$ cat config.mk
export PLATFORM = sky130hd
export DESIGN_NAME = exc_entry_seq
export DESIGN_NICKNAME = d
export VERILOG_FILES = /design/src/rtl/exc_pkg.sv /design/src/rtl/exc_vec_addr.sv /design/src/rtl/exc_ret_addr.sv /design/src/rtl/exc_ps_merge.sv /design/src/rtl/exc_entry_seq.sv
export SDC_FILE = /design/constraint.sdc
export NUM_CORES = 1
export LEC_CHECK = 0
export CAP_MARGIN = 10
export CORE_UTILIZATION = 40
export DETAILED_ROUTE_END_ITERATION = 16
export DONT_BUFFER_PORTS = 1
export PLACE_DENSITY = 0.65
export SLEW_MARGIN = 20
export SYNTH_ARGS = -nofsm -noshare
export SYNTH_HDL_FRONTEND = slang
export SYNTH_SLANG_ARGS = --single-unit
$ cat constraint.sdc
create_clock -name clk_i -period 3 [get_ports clk_i]
set_input_delay 0.15 -clock clk_i [delete_from_list [all_inputs] [get_ports clk_i]]
set_output_delay 0.15 -clock clk_i [all_outputs]
set_load 0.05 [all_outputs]
$ cat src/rtl/exc_pkg.sv
package exc_pkg;

   typedef enum logic [2:0] {
      ST_IDLE   = 3'd0,
      ST_VEC    = 3'd1,
      ST_PSH_PS = 3'd2,
      ST_PSH_PC = 3'd3,
      ST_COMMIT = 3'd4
   } seq_st_e;

   typedef enum logic [1:0] {
      IC_SHORT = 2'b00,
      IC_MID   = 2'b01,
      IC_LONG  = 2'b10,
      IC_RSVD  = 2'b11
   } iclass_e;

   // byte distance from the detecting instruction to the next one
   function automatic logic [2:0] ret_step(input logic [1:0] cls);
      case (cls)
         IC_MID:  ret_step = 3'd4;
         IC_LONG: ret_step = 3'd6;
         default: ret_step = 3'd2;
      endcase
   endfunction

endpackage

$ cat src/rtl/exc_vec_addr.sv
module exc_vec_addr #(
   parameter int XLEN      = 32,
   parameter int NUM_W     = 8,
   parameter int TBL_BYTES = 1024
) (
   input  logic [XLEN-1:0]  tbr_i,
   input  logic [NUM_W-1:0] num_i,
   output logic [XLEN-1:0]  addr_o
);
   localparam int TOP_OFS = TBL_BYTES - 4;

   logic [XLEN-1:0] slot_ofs;

   always_comb begin
      slot_ofs = XLEN'(TOP_OFS) - (XLEN'(num_i) << 2);
      addr_o   = tbr_i + slot_ofs;
   end
endmodule

$ cat src/rtl/exc_ret_addr.sv
module exc_ret_addr #(
   parameter int XLEN = 32
) (
   input  logic [XLEN-1:0] pc_i,
   input  logic [1:0]      iclass_i,
   output logic [XLEN-1:0] ret_o
);
   import exc_pkg::*;

   always_comb ret_o = pc_i + XLEN'(ret_step(iclass_i));
endmodule

$ cat src/rtl/exc_ps_merge.sv
module exc_ps_merge #(
   parameter int XLEN      = 32,
   parameter int LVL_W     = 5,
   parameter int ILM_LSB   = 16,
   parameter int SFLAG_BIT = 5
) (
   input  logic [XLEN-1:0]  ps_i,
   input  logic [LVL_W-1:0] level_i,
   output logic [XLEN-1:0]  ps_o
);
   for (genvar b = 0; b < XLEN; b++) begin : g_bit
      if (b >= ILM_LSB && b < ILM_LSB + LVL_W) begin : g_lvl
         assign ps_o[b] = level_i[b-ILM_LSB];
      end else if (b == SFLAG_BIT) begin : g_sel
         assign ps_o[b] = 1'b0;
      end else begin : g_keep
         assign ps_o[b] = ps_i[b];
      end
   end
endmodule

$ cat src/rtl/exc_entry_seq.sv
module exc_entry_seq #(
   parameter int XLEN      = 32,
   parameter int NUM_W     = 8,
   parameter int LVL_W     = 5,
   parameter int ILM_LSB   = 16,
   parameter int SFLAG_BIT = 5,
   parameter int TBL_BYTES = 1024
) (
   input  logic             clk_i,
   input  logic             rst_i,
   input  logic             start_i,
   input  logic [NUM_W-1:0] num_i,
   input  logic [LVL_W-1:0] level_i,
   input  logic [1:0]       iclass_i,
   input  logic [XLEN-1:0]  pc_i,
   input  logic [XLEN-1:0]  ps_i,
   input  logic [XLEN-1:0]  ssp_i,
   input  logic [XLEN-1:0]  tbr_i,
   output logic             mem_req_o,
   output logic             mem_we_o,
   output logic [XLEN-1:0]  mem_addr_o,
   output logic [XLEN-1:0]  mem_wdata_o,
   input  logic [XLEN-1:0]  mem_rdata_i,
   input  logic             mem_ready_i,
   output logic             busy_o,
   output logic             done_o,
   output logic [XLEN-1:0]  pc_o,
   output logic [XLEN-1:0]  ps_o,
   output logic [XLEN-1:0]  ssp_o
);
   import exc_pkg::*;

   localparam logic [XLEN-1:0] WORD_B = XLEN'(4);

   initial begin
      if ((4 << NUM_W) > TBL_BYTES)
         $fatal(1, "vector table too small for NUM_W");
      if (ILM_LSB + LVL_W > XLEN)
         $fatal(1, "level field outside status word");
      if (SFLAG_BIT >= XLEN || (SFLAG_BIT >= ILM_LSB && SFLAG_BIT < ILM_LSB + LVL_W))
         $fatal(1, "stack-select bit misplaced");
   end

   seq_st_e          st_q;
   logic [XLEN-1:0]  vec_q, ssp_q, ps_q, ret_q, tmp_q;
   logic [LVL_W-1:0] lvl_q;
   logic [XLEN-1:0]  vec_d, ret_d, ps_new;
   logic [XLEN-1:0]  pc_r, ps_r, sspo_r;
   logic             done_r;
   logic             hs;

   exc_vec_addr #(.XLEN(XLEN), .NUM_W(NUM_W), .TBL_BYTES(TBL_BYTES)) u_vec (
      .tbr_i (tbr_i),
      .num_i (num_i),
      .addr_o(vec_d)
   );

   exc_ret_addr #(.XLEN(XLEN)) u_ret (
      .pc_i    (pc_i),
      .iclass_i(iclass_i),
      .ret_o   (ret_d)
   );

   exc_ps_merge #(.XLEN(XLEN), .LVL_W(LVL_W), .ILM_LSB(ILM_LSB), .SFLAG_BIT(SFLAG_BIT)) u_ps (
      .ps_i   (ps_q),
      .level_i(lvl_q),
      .ps_o   (ps_new)
   );

   always_comb begin
      mem_req_o   = (st_q == ST_VEC) || (st_q == ST_PSH_PS) || (st_q == ST_PSH_PC);
      mem_we_o    = (st_q == ST_PSH_PS) || (st_q == ST_PSH_PC);
      mem_addr_o  = (st_q == ST_VEC) ? vec_q : ssp_q;
      mem_wdata_o = (st_q == ST_PSH_PS) ? ps_q :
                    (st_q == ST_PSH_PC) ? ret_q : '0;
      hs          = mem_req_o && mem_ready_i;
   end

   always_ff @(posedge clk_i) begin
      if (rst_i) begin
         st_q   <= ST_IDLE;
         vec_q  <= '0;
         ssp_q  <= '0;
         ps_q   <= '0;
         ret_q  <= '0;
         tmp_q  <= '0;
         lvl_q  <= '0;
         pc_r   <= '0;
         ps_r   <= '0;
         sspo_r <= '0;
         done_r <= 1'b0;
      end else begin
         done_r <= 1'b0;
         case (st_q)
            ST_IDLE: if (start_i) begin
               vec_q <= vec_d;
               ssp_q <= ssp_i;
               ps_q  <= ps_i;
               ret_q <= ret_d;
               lvl_q <= level_i;
               st_q  <= ST_VEC;
            end
            ST_VEC: if (hs) begin
               tmp_q <= mem_rdata_i;
               ssp_q <= ssp_q - WORD_B;
               st_q  <= ST_PSH_PS;
            end
            ST_PSH_PS: if (hs) begin
               ssp_q <= ssp_q - WORD_B;
               st_q  <= ST_PSH_PC;
            end
            ST_PSH_PC: if (hs) st_q <= ST_COMMIT;
            ST_COMMIT: begin
               pc_r   <= tmp_q;
               ps_r   <= ps_new;
               sspo_r <= ssp_q;
               done_r <= 1'b1;
               st_q   <= ST_IDLE;
            end
            default: st_q <= ST_IDLE;
         endcase
      end
   end

   assign busy_o = (st_q != ST_IDLE);
   assign done_o = done_r;
   assign pc_o   = pc_r;
   assign ps_o   = ps_r;
   assign ssp_o  = sspo_r;
endmodule

### Yosys cells after proc, flatten, opt, wreduce, memory -nomap -nowiden

Index checks and enable logic that the tools add are counted.

| storage, ports and cells | value |
|---|---|
| bits in registers | 264 |
| input bits | 179 |
| logic and storage cells | 51 |

| operators by class | value |
|---|---|
| muxes and demuxes | 13 |
| reductions and logical operators | 12 |
| equality and inequality tests | 11 |
| $add $sub $neg | 4 |

Operators with widths:

| kind | number |
|---|---|
| 32-bit 2-to-1 mux | 5 |
| 32-bit one-hot mux with 2 select lines | 1 |
| 32-bit by 3-bit adder with 32-bit output | 1 |
| 32-bit adder | 1 |
| 32-bit by 3-bit subtractor with 32-bit output, second input constant | 1 |
| 3-bit 2-to-1 mux | 4 |
| 3-bit one-hot mux with 4 select lines | 1 |
| 10-bit by 10-bit subtractor with 11-bit output, first input constant | 1 |
| 2-bit != test, second input constant | 4 |
| 3-bit by 2-bit == test with 1-bit output, second input constant | 2 |
| 3-bit one-hot mux with 2 select lines | 1 |
| 2-bit AND reduction | 2 |
| 4-bit AND reduction | 1 |
| 3-bit by 1-bit == test with 1-bit output, second input constant | 1 |
| 3-bit == test, second input constant | 1 |
| 3-bit logical NOT | 1 |
| 1-bit logical OR | 3 |
| 3-bit AND reduction | 1 |
| 3-bit nonzero test | 1 |
| 2-bit by 1-bit == test with 1-bit output, second input constant | 1 |
| 2-bit == test, second input constant | 1 |
| 2-bit by 1-bit != test with 1-bit output, second input constant | 1 |
| 2-bit nonzero test | 1 |
| 2-bit OR reduction | 1 |
| other kinds (2) | 2 |

### Longest topological paths before layout

| logic depth | value |
|---|---|
| depth after elaboration | 6 |
| depth in mapped cells | 11 |

### Hierarchy

Synthesis repeated with hierarchy kept, for this count alone.

| unflattened totals | value |
|---|---|
| cell total of the unflattened synthesis | 1658 |
| area total of the unflattened synthesis | 12715.9 um^2 |

By module, submodules not included:

| module | cells an instance | instances | sequential area each (um^2) | area each (um^2) |
|---|---|---|---|---|
| exc_entry_seq | 1407 | 1 | 5305.1 | 10797.9 |
| exc_vec_addr | 126 | 1 | 0.0 | 973.4 |
| exc_ret_addr | 92 | 1 | 0.0 | 700.7 |
| exc_ps_merge | 33 | 1 | 0.0 | 244.0 |

### Worst setup path before layout

No wires, ideal clock.

| path | value |
|---|---|
| kind | register to output |
| start point | reg st_q[2] |
| end point | out mem_addr_o[18] |
| cell stages (with the launch flop) | 5 |
| path buffers | 2 |
| slack | 789 ps |
| arrival | 2061 ps |
| cell sequence | dfxtp_1 -> clkbuf_1 -> nor3b_1 -> clkbuf_1 -> o21ai_0 |

| on the way | value |
|---|---|
| longest elaborated chain between the ends | 2 |

Ends and longest elaborated chain:

| item | line | text |
|---|---|---|
| start: declaration | exc_entry_seq.sv:44 | `seq_st_e st_q;` |
| start signal: assignment | exc_entry_seq.sv:81 | `st_q <= ST_IDLE;` |
| start signal: assignment | exc_entry_seq.sv:101 | `st_q <= ST_VEC;` |
| start signal: assignment | exc_entry_seq.sv:106 | `st_q <= ST_PSH_PS;` |
| 3-bit by 1-bit == test with 1-bit output | exc_entry_seq.sv:73 | `mem_addr_o = (st_q == ST_VEC) ? vec_q : ssp_q;` |
| 32-bit 2-to-1 mux | exc_entry_seq.sv:73 |  |
| end: declaration | exc_entry_seq.sv:21 | `output logic [XLEN-1:0] mem_addr_o,` |

Every way passes these cells.

### Worst setup path in the final report

| path | value |
|---|---|
| start point | reg st_q[1] |
| end point | reg ssp_q[31] |

| on the way | value |
|---|---|
| longest elaborated chain between the ends | 6 |
| elaborated cells on any way between the ends | 13 |
| those cells by class | eq/ne (5); mux (1); reduce/logical (7) |

Ends and longest elaborated chain:

| item | line | text |
|---|---|---|
| 3-bit by 1-bit == test with 1-bit output or 3-bit by 2-bit == test with 1-bit output (tied branches) | exc_entry_seq.sv:71, exc_entry_seq.sv:94 |  |
| 1-bit logical OR (2 in series) | exc_entry_seq.sv:71 | `mem_req_o = (st_q == ST_VEC) \|\| (st_q == ST_PSH_PS) \|\| (st_q == ST_PSH_PC);` |
| 1-bit logical AND | exc_entry_seq.sv:76 | `hs = mem_req_o && mem_ready_i;` |
| 2-bit by 1-bit != test with 1-bit output (no line) | n/a |  |
| 3-bit AND reduction (no line) | n/a |  |
| end signal: assignment | exc_entry_seq.sv:97 | `ssp_q <= ssp_i;` |
| end signal: assignment | exc_entry_seq.sv:105 | `ssp_q <= ssp_q - WORD_B;` |
| end signal: assignment | exc_entry_seq.sv:109 | `ssp_q <= ssp_q - WORD_B;` |
| end: declaration | exc_entry_seq.sv:45 | `logic [XLEN-1:0] vec_q, ssp_q, ps_q, ret_q, tmp_q;` |

Parallel ways exist; a longest one is shown, timed or not.
A chain may end at the register's enable or synchronous reset.

==> results.txt <==
Commonest register cell after synthesis: dfxtp_1. Once the floorplan was initialized, standard cells occupied 41.0% of the core. In this run the power density over the cells is 590 mW/mm^2. STA classifies the critical path startpoint as a register.

The total die area is 0.0314 sq mm, and the y dimension of the die is 177 um. The setup TNS is 0 ns. Number of synthesized flops with an enable pin: 0. The run finished with clean final reports. The logs give 1,567 for the number of instances in the synthesized netlist and 0 for the number of setup buffers added after CTS.

The worst setup path is captured at a register. The logs give 0 for the final max-slew violation count and 1,955 for the net count of the finished layout. The final-report setup violation count is 0, and the pin slew with the least headroom to its limit is 0.868 ns. Traced cell by cell, the critical path runs through xnor2_1, or2_2, or4_1, a31oi_1, dlygate4sd3_1. In the synthesized netlist the async set-or-reset flop fraction comes to 0%. Clock tree synthesis selected as its root buffer the cell clkbuf_16. The number of H-tree branching levels is 1, and the number of max-cap violations is 0. The arrival time at the worst endpoint is 3.39 ns, and the layout overhead on the synthesized area is 30.8%. IR analysis of the VDD net gives a maximum drop of 501 uV. Using the TritonRoute via totals, the vias-per-cell ratio works out to 5.51. Sorting the synthesized cells by how often they occur yields nand2_1 (398), dfxtp_1 (264), a21oi_1 (200). The mapped netlist covers 0.0123 sq mm.

Synthesis instantiated 72 different standard cells from the library. The initialized floorplan defines 63 standard-cell rows. The most common cell in the synthesized netlist is nand2_1. The synthesized design devotes to its leading area cell type 43.0% of total area. The post-route netlist has 8.75% of its cells at a drive strength greater than 1.

The class of the worst hold path is primary input to register. Global routing used 24.7% of the available tracks across all layers. Dividing the final minimum period by the clock period gives 96.1%. From left edge to right edge, the die measures 177 um. The analysis attributes to cell leakage a power of 5.98 nW. The detailed router finished its first iteration with 679 violations. Entering global routing, the biggest net connects 168 pins. The number of nets in the synthesized netlist is 1,760.

Averaged over all synthesized cells, the footprint is 7.84 sq um. Counting the buffers created by CTS gives 30. Summed over all instances, the cell type with the most area after synthesis is dfxtp_1. The tools report the highest achievable clock rate as 347 MHz.

The clock arrives with 0.0239 ns of skew. The maximum cell stage delay along the critical path was 0.61 ns. TritonCTS built the clock tree. The run gives 0 as the number of hold-slack violations in the final timing report. The DRC violation count after routing was 0; the critical-path maximum fanout was 38.

The clock latency reported for the late side of the worst-skew pair is 0.56 ns, and the setup slack of the critical path after layout is 0.117 ns. Yosys printed 0 warnings. The core region is 0.0300 sq mm.

The number of register bits inferred by synthesis is 264, and the final routed wire length divided by cell count is 18.7 um. Clock-pin slew was measured on the worst setup and hold paths at 0.06 ns. The HPWL after detailed placement is 25.5 mm.

At the end of routability-driven placement, the weighted congestion stood at 0.905. Required time of the worst setup path: 3.51 ns. On the critical path, the stage with the largest delay is an instance of dfxtp_1. The maximum clock insertion buffer count is 3, and the number of global-route vias before repair is 11,600.

The clock period minus worst slack works out to 2.88 ns. Across all hold checks on the routed design, the worst slack comes to 0.0356 ns. For this block, the via count after detailed routing is 12,000. After synthesis, the cell types taking the most area are dfxtp_1 (43%), nand2_1 (12%), a21oi_1 (8.1%), a211oi_1 (3.8%), nor2_1 (3.5%). For the count of antenna-violating nets left after detailed routing, the log shows 0. The total overflow left after global routing is 0. Input and output buffers added on the ports amount to 0. The worst setup path is of the register to register kind. The initial antenna violation count was 2. Timing analysis after detailed placement gives a worst setup slack of 0.761 ns. Clock tree synthesis found a total of 264 sinks.

The first global-routing pass estimated 62.2 mm of wire. The aggregate routed wire length was 40.6 mm. For this design the top-level I/O count stands at 343.

Sequential-to-total area share from yosys stat: 43.0%. The first-pass detailed-route iteration total is 7. The tools report the relative max-transition margin as 41.8%.
## cell type report
class                           instances  area [sq um]
Sequential cell                       264          5290
Tap cell                              390           488
Fill cell                            2772         13900
Clock buffer                           41           822
Antenna cell                            1          2.50
Timing Repair Buffer                  293          2820
Multi-Input combinational cell       1151          6450
Inverter                               22          82.6
Clock inverter                         11           119
## layer usage
| layer | wire length (um) | part of all wire [%] | global-route usage (%) | vias up |
|---|---|---|---|---|
| met4 | 1230 | 3.0 | 8.16 | 0 |
| met5 | 0 | 0 | 0 | - |
| li1 | - | - | - | 5779 |
| met3 | 3610 | 8.9 | 6.62 | 85 |
| met2 | 19100 | 47 | 41.6 | 489 |
| met1 | 16700 | 41 | 30.3 | 5618 |
## timing repair
action | CTS | global route
resized for setup | 0 | 3
endpoints found under the setup margin | 0 | 2
hold buffers | 230 | 0
endpoints found under the hold margin | 264 | 0
## path summary, 6_finish.rpt
check	from	endpoint	slack, ns	depth (start not counted)
max	st_q[1]	ssp_q[31]	0.12	5
min	pc_i[23]	ret_q[25]	0.04	4
max reg2reg	st_q[1]	ssp_q[31]	0.12	5
min reg2reg	tmp_q[29]	pc_o[29]	0.45	2
## state kept, by name, indices dropped and copies added (netlist names)
register,flops
done_o,1
vec_q,32
pc_o,32
st_q,3
ret_q,32
ps_q,32
ssp_q,32
tmp_q,32
ssp_o,32
ps_o,31
lvl_q,5
## critical path: cells and delay by family, from the launching register on
family | cells | cell delay, ns
AO/OA/AOI/OAI | 1 | 0.17
XOR/XNOR | 1 | 0.27
buffers and inverters | 1 | 0.56
flip-flops | 1 | 0.61
AND/OR/NAND/NOR | 2 | 1.20
## cells by family after synthesis
logic type,Yosys count,share of synthesized area (%)
compound gates,359,17.5
xor+xnor,58,4.13
fa+ha+maj,14,1.55
buf+inv,152,5.01
flops,264,43.0
mux,58,4.98
other cells,1,0.0305
simple gates,661,23.8
## per-stage QoR
step           utilization (%)  std cells  power (mW)  instance area (sq um)
2_1_floorplan                -       1567        5.32                  12300
3_3_place_gp              42.7       1890        5.63                  12800
3_5_place_dp              42.7       1890        5.66                  12800
4_1_cts                   53.6       2172        9.51                  16000
5_1_grt                   53.7       2173        9.87                  16100
6_report                  53.7       2173        9.48                  16100
## power breakdown
group	internal (mW)	switching [mW]
logic	0.749	1.19
clock network	2.07	1.49
registers	3.72	0.259
total	6.54	2.94
## cells in the final DEF, fill, tap and decap left out, types with 4 or more instances in the layout
| master | n |
|---|---|
| a211oi_1 | 62 |
| a21o_1 | 5 |
| a21oi_1 | 200 |
| a22oi_1 | 5 |
| a31oi_1 | 8 |
| and2_1 | 9 |
| and3_1 | 12 |
| and4_1 | 8 |
| buf_4 | 61 |
| clkbuf_1 | 8 |
| clkbuf_16 | 30 |
| clkinv_2 | 7 |
| dfxtp_1 | 263 |
| dlygate4sd3_1 | 229 |
| ha_1 | 12 |
| inv_1 | 22 |
| mux2_2 | 25 |
| mux2i_1 | 33 |
| nand2_1 | 397 |
| nand2b_1 | 4 |
| nand3_1 | 27 |
| nand3b_1 | 7 |
| nand4_1 | 20 |
| nor2_1 | 114 |
| nor2b_1 | 4 |
| nor3_1 | 20 |
| nor4_1 | 8 |
| nor4_4 | 4 |
| o2111ai_1 | 7 |
| o211ai_1 | 7 |
| o21ai_0 | 26 |
| o21ai_1 | 8 |
| o32ai_1 | 4 |
| or3_1 | 4 |
| xnor2_1 | 19 |
| xor2_1 | 39 |
(Power assumes the default switching activity.)
